[config.mk]
export PLATFORM = sky130hd
export DESIGN_NAME = clk_src_sel
export DESIGN_NICKNAME = d
export VERILOG_FILES = /design/src/rtl/clk_src_pkg.sv /design/src/rtl/cs_sync2.sv /design/src/rtl/cs_tick_div.sv /design/src/rtl/cs_edge_quad.sv /design/src/rtl/clk_src_sel.sv
export SDC_FILE = /design/constraint.sdc
export NUM_CORES = 1
export LEC_CHECK = 0
export ABC_AREA = 1
export BUFFER_PORTS_ARGS = -buffer_cell sky130_fd_sc_hd__buf_2
export CORE_MARGIN = 8
export CORE_UTILIZATION = 38
export CTS_BUF_LIST = sky130_fd_sc_hd__clkbuf_4 sky130_fd_sc_hd__clkbuf_8 sky130_fd_sc_hd__clkbuf_16
export CTS_CLUSTER_DIAMETER = 80
export DETAILED_ROUTE_END_ITERATION = 8
export SYNTH_ARGS = -nofsm -noshare
export SYNTH_HDL_FRONTEND = slang
export SYNTH_SLANG_ARGS = --single-unit
[constraint.sdc]
create_clock -name clk -period 1.73 [get_ports clk]
set_clock_uncertainty 0.05 [all_clocks]
set_input_delay 0.2595 -clock clk [delete_from_list [all_inputs] [get_ports clk]]
set_output_delay 0.2595 -clock clk [all_outputs]
set_load 0.05 [all_outputs]
[src/rtl/clk_src_pkg.sv]
package clk_src_pkg;

  typedef enum logic [2:0] {
    SRC_RISE_A = 3'd0,
    SRC_FALL_A = 3'd1,
    SRC_SLOW   = 3'd2,
    SRC_FAST   = 3'd3,
    SRC_CASC   = 3'd4,
    SRC_QX1    = 3'd5,
    SRC_QX2    = 3'd6,
    SRC_QX4    = 3'd7
  } src_mode_e;

endpackage

[src/rtl/cs_sync2.sv]
module cs_sync2 #(
  parameter int W = 1
) (
  input  logic         clk,
  input  logic         rst_n,
  input  logic [W-1:0] d,
  output logic [W-1:0] q
);

  logic [W-1:0] meta_q;
  logic [W-1:0] stab_q;

  always_ff @(posedge clk or negedge rst_n) begin
    if (!rst_n) begin
      meta_q <= '0;
      stab_q <= '0;
    end else begin
      meta_q <= d;
      stab_q <= meta_q;
    end
  end

  assign q = stab_q;

endmodule

[src/rtl/cs_tick_div.sv]
module cs_tick_div #(
  parameter int SYS_HZ  = 50_000_000,
  parameter int TICK_HZ = 1_000_000
) (
  input  logic clk,
  input  logic rst_n,
  output logic tick
);

  localparam int RATIO = (SYS_HZ / TICK_HZ) < 1 ? 1 : (SYS_HZ / TICK_HZ);
  localparam int CW    = RATIO > 1 ? $clog2(RATIO) : 1;
  localparam logic [CW-1:0] LAST = CW'(RATIO - 1);

  logic [CW-1:0] cnt_q;
  logic [CW-1:0] cnt_d;

  always_comb begin
    if (cnt_q == LAST) cnt_d = '0;
    else               cnt_d = cnt_q + 1'b1;
  end

  always_ff @(posedge clk or negedge rst_n) begin
    if (!rst_n) cnt_q <= '0;
    else        cnt_q <= cnt_d;
  end

  assign tick = (cnt_q == LAST);

endmodule

[src/rtl/cs_edge_quad.sv]
module cs_edge_quad
  import clk_src_pkg::*;
(
  input  logic      clk,
  input  logic      rst_n,
  input  logic      a,
  input  logic      b,
  input  src_mode_e mode,
  output logic      rise_a,
  output logic      fall_a,
  output logic      q_up,
  output logic      q_dn
);

  logic a_q, b_q;
  logic da, db, only_a, only_b, a_dir_up, b_dir_up;

  always_ff @(posedge clk or negedge rst_n) begin
    if (!rst_n) begin
      a_q <= 1'b0;
      b_q <= 1'b0;
    end else begin
      a_q <= a;
      b_q <= b;
    end
  end

  always_comb begin
    da       = a ^ a_q;
    db       = b ^ b_q;
    rise_a   = a & ~a_q;
    fall_a   = ~a & a_q;
    only_a   = da & ~db;
    only_b   = db & ~da;
    a_dir_up = a ^ b;
    b_dir_up = ~(a ^ b);
    q_up     = 1'b0;
    q_dn     = 1'b0;
    unique case (mode)
      SRC_QX1: begin
        q_up = only_a & a & ~b;
        q_dn = only_a & a & b;
      end
      SRC_QX2: begin
        q_up = only_a & a_dir_up;
        q_dn = only_a & ~a_dir_up;
      end
      SRC_QX4: begin
        q_up = (only_a & a_dir_up) | (only_b & b_dir_up);
        q_dn = (only_a & ~a_dir_up) | (only_b & ~b_dir_up);
      end
      default: begin
        q_up = 1'b0;
        q_dn = 1'b0;
      end
    endcase
  end

endmodule

[src/rtl/clk_src_sel.sv]
module clk_src_sel
  import clk_src_pkg::*;
#(
  parameter int SYS_HZ  = 50_000_000,
  parameter int SLOW_HZ = 1_000_000,
  parameter int FAST_HZ = 25_000_000
) (
  input  logic       clk,
  input  logic       rst_n,
  input  logic [2:0] mode,
  input  logic       ext_a,
  input  logic       ext_b,
  input  logic       casc_ovf,
  input  logic       casc_unf,
  output logic       up_pulse,
  output logic       dn_pulse
);

  src_mode_e  sel;
  logic [1:0] ab_s;
  logic       rise_a, fall_a, q_up, q_dn;
  logic       slow_tick, fast_tick;
  logic       up_d, dn_d, up_q, dn_q;

  assign sel = src_mode_e'(mode);

  cs_sync2 #(.W(2)) u_sync (
    .clk   (clk),
    .rst_n (rst_n),
    .d     ({ext_a, ext_b}),
    .q     (ab_s)
  );

  cs_edge_quad u_edge (
    .clk    (clk),
    .rst_n  (rst_n),
    .a      (ab_s[1]),
    .b      (ab_s[0]),
    .mode   (sel),
    .rise_a (rise_a),
    .fall_a (fall_a),
    .q_up   (q_up),
    .q_dn   (q_dn)
  );

  cs_tick_div #(.SYS_HZ(SYS_HZ), .TICK_HZ(SLOW_HZ)) u_slow (
    .clk   (clk),
    .rst_n (rst_n),
    .tick  (slow_tick)
  );

  cs_tick_div #(.SYS_HZ(SYS_HZ), .TICK_HZ(FAST_HZ)) u_fast (
    .clk   (clk),
    .rst_n (rst_n),
    .tick  (fast_tick)
  );

  always_comb begin
    up_d = 1'b0;
    dn_d = 1'b0;
    unique case (sel)
      SRC_RISE_A: up_d = rise_a;
      SRC_FALL_A: up_d = fall_a;
      SRC_SLOW:   up_d = slow_tick;
      SRC_FAST:   up_d = fast_tick;
      SRC_CASC: begin
        up_d = casc_ovf & ~casc_unf;
        dn_d = casc_unf & ~casc_ovf;
      end
      default: begin
        up_d = q_up;
        dn_d = q_dn;
      end
    endcase
  end

  always_ff @(posedge clk or negedge rst_n) begin
    if (!rst_n) begin
      up_q <= 1'b0;
      dn_q <= 1'b0;
    end else begin
      up_q <= up_d;
      dn_q <= dn_d;
    end
  end

  assign up_pulse = up_q;
  assign dn_pulse = dn_q;

endmodule

### Word-level counts from Yosys, hierarchy flattened

Cells that the tools add are included.

| cells by class | value |
|---|---|
| $add $sub $neg | 2 |
| eq/ne operators | 8 |
| mux-type cells | 6 |
| bitwise operators | 26 |
| reduce and logical (&&, ||, !) cells | 2 |

Operators by type and width:

| cell | number |
|---|---|
| $and A1 B1 Y1 | 13 |
| $eq A3 B3 Y1 const B | 4 |
| $not A1 Y1 | 8 |
| $add A6 B1 Y6 const B | 1 |
| $eq A3 B2 Y1 const B | 2 |
| $eq A6 B6 Y1 const B | 1 |
| $mux W6 | 1 |
| $pmux W1 S3 | 2 |
| $pmux W1 S5 | 1 |
| $reduce_or A4 Y1 | 1 |
| $eq A3 B1 Y1 const B | 1 |
| $logic_not A3 Y1 | 1 |
| $xor A1 B1 Y1 | 3 |
| $or A1 B1 Y1 | 2 |
| $pmux W1 S2 | 1 |
| $add A1 B1 Y1 const B | 1 |
| $mux W1 | 1 |

| storage, ports and cells | value |
|---|---|
| register bits after elaboration | 15 |
| input bits | 9 |
| output and inout port bits | 2 |
| logic and storage cells | 52 |

### Depth between registers and ports, before layout

| depth | value |
|---|---|
| word-level depth | 7 |
| gate-level depth with buffers | 9 |
| depth with buffers taken out | 9 |

### Modules after synthesis

Synthesis repeated with hierarchy kept, for this count alone.

| second synthesis, totals | value |
|---|---|
| cells, all modules | 109 |
| area total of the unflattened synthesis | 828.3 um^2 |

By module, submodules not included:

| module | instances | cells each | area each (um^2) | seq. area each (um^2) |
|---|---|---|---|---|
| cs_tick_div (u_slow) | 1 | 34 | 297.8 | 150.1 |
| cs_edge_quad | 1 | 40 | 239.0 | 50.0 |
| clk_src_sel | 1 | 29 | 162.7 | 50.0 |
| cs_sync2 | 1 | 4 | 100.1 | 100.1 |
| cs_tick_div (u_fast) | 1 | 2 | 28.8 | 25.0 |

### Worst setup path after synthesis

OpenSTA, ideal clock, no wires.

| timing | value |
|---|---|
| kind | register -> register |
| from | register u_sync.stab_q[1], in the netlist u_sync.q[1] |
| to | register up_q, in the netlist up_pulse |
| setup time | 0.124 ns |
| arrival | 1.040 ns |
| required time | 1.556 ns |
| path slack | 0.516 ns |
| cell stages (with the launch flop) | 8 |
| path buffers | 0 |
| period minus slack after synthesis | 1.214 ns |
| path through | dfrtp_1 > ha_1 > nand2_1 > nor2_1 > nand2_1 > nand2_1 > nand3_1 > nand3_1 |

| on the way | value |
|---|---|
| longest elaborated chain between the ends | 7 |
| elaborated cells on any way between the ends | 16 |
| those cells by class | mux (2); bitwise (14) |

Ends and longest elaborated chain:

| element | RTL line | RTL |
|---|---|---|
| from (decl) | cs_sync2.sv:11 | `logic [W-1:0] stab_q;` |
| from (signal assigned) | cs_sync2.sv:19 | `stab_q <= meta_q;` |
| $xor A1 B1 Y1 | cs_edge_quad.sv:29 | `da = a ^ a_q;` |
| $not A1 Y1 | cs_edge_quad.sv:34 | `only_b = db & ~da;` |
| $and A1 B1 Y1 | cs_edge_quad.sv:34 |  |
| $and A1 B1 Y1 | cs_edge_quad.sv:49 | `q_up = (only_a & a_dir_up) \| (only_b & b_dir_up);` |
| $or A1 B1 Y1 | cs_edge_quad.sv:49 |  |
| $pmux W1 S3 | cs_edge_quad.sv:39 | `unique case (mode)` |
| $pmux W1 S5 (*) | clk_src_sel.sv:61 | `unique case (sel)` |
| via up_d | clk_src_sel.sv:23 | `logic up_d, dn_d, up_q, dn_q;` |
| to (signal assigned) | clk_src_sel.sv:82 | `up_q <= up_d;` |
| to (decl) | clk_src_sel.sv:23 |  |

The timed path passes the listed nets; every way through them passes the cells marked *.

### Worst setup path in the final report

Ends and elaborated chain as after synthesis.

==> metrics <==
status=completed; share of async-settable or async-resettable flops after synthesis=100%; RSZ-0062 raised after global routing=false; Synth Cell Area=~740 um2; Num CTS Buffers=3; TritonCTS clock tree=built; CTS sink count=15; crit path capture=up_pulse; Synth-to-Final Area Change=17.5%; Tightest Pin Transition=0.332 ns; fraction of layout cells with a size suffix above 1=between 10% and 20%; I/O Buffers=10; clock latency on the worst-skew pair=~0.28 ns; post-synthesis sequential area ratio=50.6%; fmax=771 MHz; Final Power=0.639 mW; dpl hpwl=897 um; worst flop-to-flop path startpoint=u_sync.q[1]; cell area power density=733 nW/um2; element type at the critical path start=register; Yosys reg bits=15; Final period util=75.0%; initial core utilization=39.0%; final hold vios=0; Synth Net Count=slightly above 100; top fanout value on the critical path=6; Critical Path, Cell by Cell=ha_1 > nand2_1 > nor2_1 > nand2_1 > nand2_1 > nand3_1 > nand3_1; initial antenna violation count=0; worst r2r dst=up_pulse; Max-slew headroom=77.8%; hold_ws=0.193 ns; slowest cell on the critical path=dfrtp_1; post-route ant nets=0; Top Family by Delay on Critical Path=flip-flops; post-CTS setup buffers=0; Layout Nets=118; gr ovfl total=0; core outline area=1900 um2; Iteration-0 DRC Markers=1; diodes inserted=0; Post-Place Setup Slack=about 0.45 ns; drt wl/cell=~8.6 um; final non-filler cell total=131; CP Capture Type=register; via count=528; Total GRT Usage=7.65%; Root Buffer=clkbuf_4; vias in the first global route=a little over 500; CP required=1.84 ns; max-slew violations=0; GP Congestion=around 0.73; Max clock buf depth=2; Distinct cells, synth=16; CP Data Arrival Time=between 1 and 1.5 ns; dpl cells=124; vias per inst=about 4; largest net degree at the start of global routing=16; Synth Area per Inst=8.43 um2; Die H=60.2 um; H-tree Lvls=1; first-pass GRT wire length=a little over 2000 um; most used cell, CP=nand2_1; setup ws final=0.433 ns; top cell type's share of synthesized area=between 50% and 60%; worst vdd ir=0.508 mV; total detailed-routing wirelength=1120 um; CP max stage delay=0.45 ns; Chip Width=60.2 um; first-pass iteration count of the detailed router=2; Post-Syn Instances=88; Synth top cells by count=nand2_1, nor2_1, dfrtp_1, inv_1, nand3_1; number of synthesized flops with an enable pin=0; reg-to-reg slack, setup=0.43 ns; number of max-cap violations=0; Worst Reg2Reg Path Length in Cells=7; final setup TNS=0 ns; number of core rows=16; top post-synthesis cells by area=dfrtp_1, nand2_1, nor2_1, ha_1, nand3_1; fillers=190; Syn. warnings=0; Ports=11; Worst-path clk slew=around 0.090 ns; Pleak=0.473 nW; area leader, netlist=dfrtp_1; count leader, synth=nand2_1; Hold Crit Class=in -> reg; full die area=3620 um2; Worst Path Buf+Inv=0; Top FF cell, synth=dfrtp_1; setup violators final=0; Final min period=about 1.3 ns; DRC Markers=0; kind of critical path=reg -> reg; CTS resizes=0; WP depth=7; crit path launch=u_sync.q[1]
[sequential cells by signal, indices dropped and copies added (netlist names)]
register / flops
u_fast.tick: 1
up_pulse: 1
u_sync.q: 2
u_edge.b_q: 1
u_slow.cnt_q: 6
dn_pulse: 1
u_sync.meta_q: 2
u_edge.a_q: 1
[worst min path at each step]
stage                   from                to  depth (start not counted)
finish              casc_ovf          dn_pulse                          4
global route        casc_ovf          up_pulse                          3
CTS                    ext_a  u_sync.meta_q[1]                          1
detailed placement     rst_n   u_slow.cnt_q[5]                          1
global placement       rst_n   u_slow.cnt_q[5]                          1
floorplan              rst_n          dn_pulse                          0
[cells in the final DEF (no fill, tap or decap)]
cell | synthesis | layout
dlygate4sd3_1 | 0 | 3
a21oi_1 | 3 | 3
nor2_1 | 16 | 16
nand2_2 | 1 | 1
clkinv_1 | 1 | 1
xnor2_1 | 2 | 2
buf_2 | 0 | 10
dfrtp_1 | 15 | 15
ha_1 | 4 | 4
clkinv_2 | 0 | 1
nand2_1 | 17 | 17
nor3_1 | 1 | 1
clkbuf_4 | 0 | 3
inv_2 | 1 | 1
nand3_1 | 9 | 9
nor2_2 | 2 | 2
xor2_1 | 3 | 3
o21ai_0 | 1 | 1
inv_1 | 11 | 11
[where the power goes]
part | leakage (nW) | internal, mW | total [mW] | switching [mW]
registers | 0.176 | 0.361 | 0.367 | 0.00617
clock network | 0.0177 | 0.0857 | 0.189 | 0.104
logic | 0.280 | 0.0310 | 0.0826 | 0.0515
[metrics by stage]
| step | cell area [um2] | utilization, % |
|---|---|---|
| floorplan | 742 | - |
| global placement | 815 | 42.8 |
| detailed placement | 815 | 42.8 |
| CTS | 852 | 44.8 |
| global route | 872 | 45.9 |
| finish | 872 | 45.9 |
[kinds of logic (layout without fill, tap and decap cells)]
family,after synthesis,after routing,synth area share [%]
xor+xnor,5,5,5.90
simple gates,46,46,26.0
fa+ha+maj,4,4,6.75
compound gates,4,4,2.70
flops,15,15,50.6
buf+inv,14,30,8.09
[final cells by class]
class / instances / area [um2] / area share [%]
sequential: 15 / 375 / 43.0
clock buffer: 3 / 22.5 / 2.58
tap: 27 / 33.8 / 3.87
multi-input combinational: 59 / 307 / 35.2
clock inverter: 1 / 5.00 / 0.574
inverter: 13 / 48.8 / 5.60
timing repair buffer: 13 / 80.1 / 9.18
[metal layers]
metal	GRT usage, %	share of wire, %
met1	8.23	46
met5	0	0
met3	4.52	6.4
met2	12.3	48
met4	2.04	0
[timing repair]
action / in CTS / in global routing
endpoints found under the hold margin: 15 / 2
hold buffers: 1 / 2
endpoints found under the setup margin: 0 / 0
[worst min-delay path, delay by kind of cell]
kind	cells	cell delay [ns]
AND/OR/NAND/NOR	3	0.13
buffers and inverters	1	0.09
Note: power is estimated with default switching activity, not from simulation.
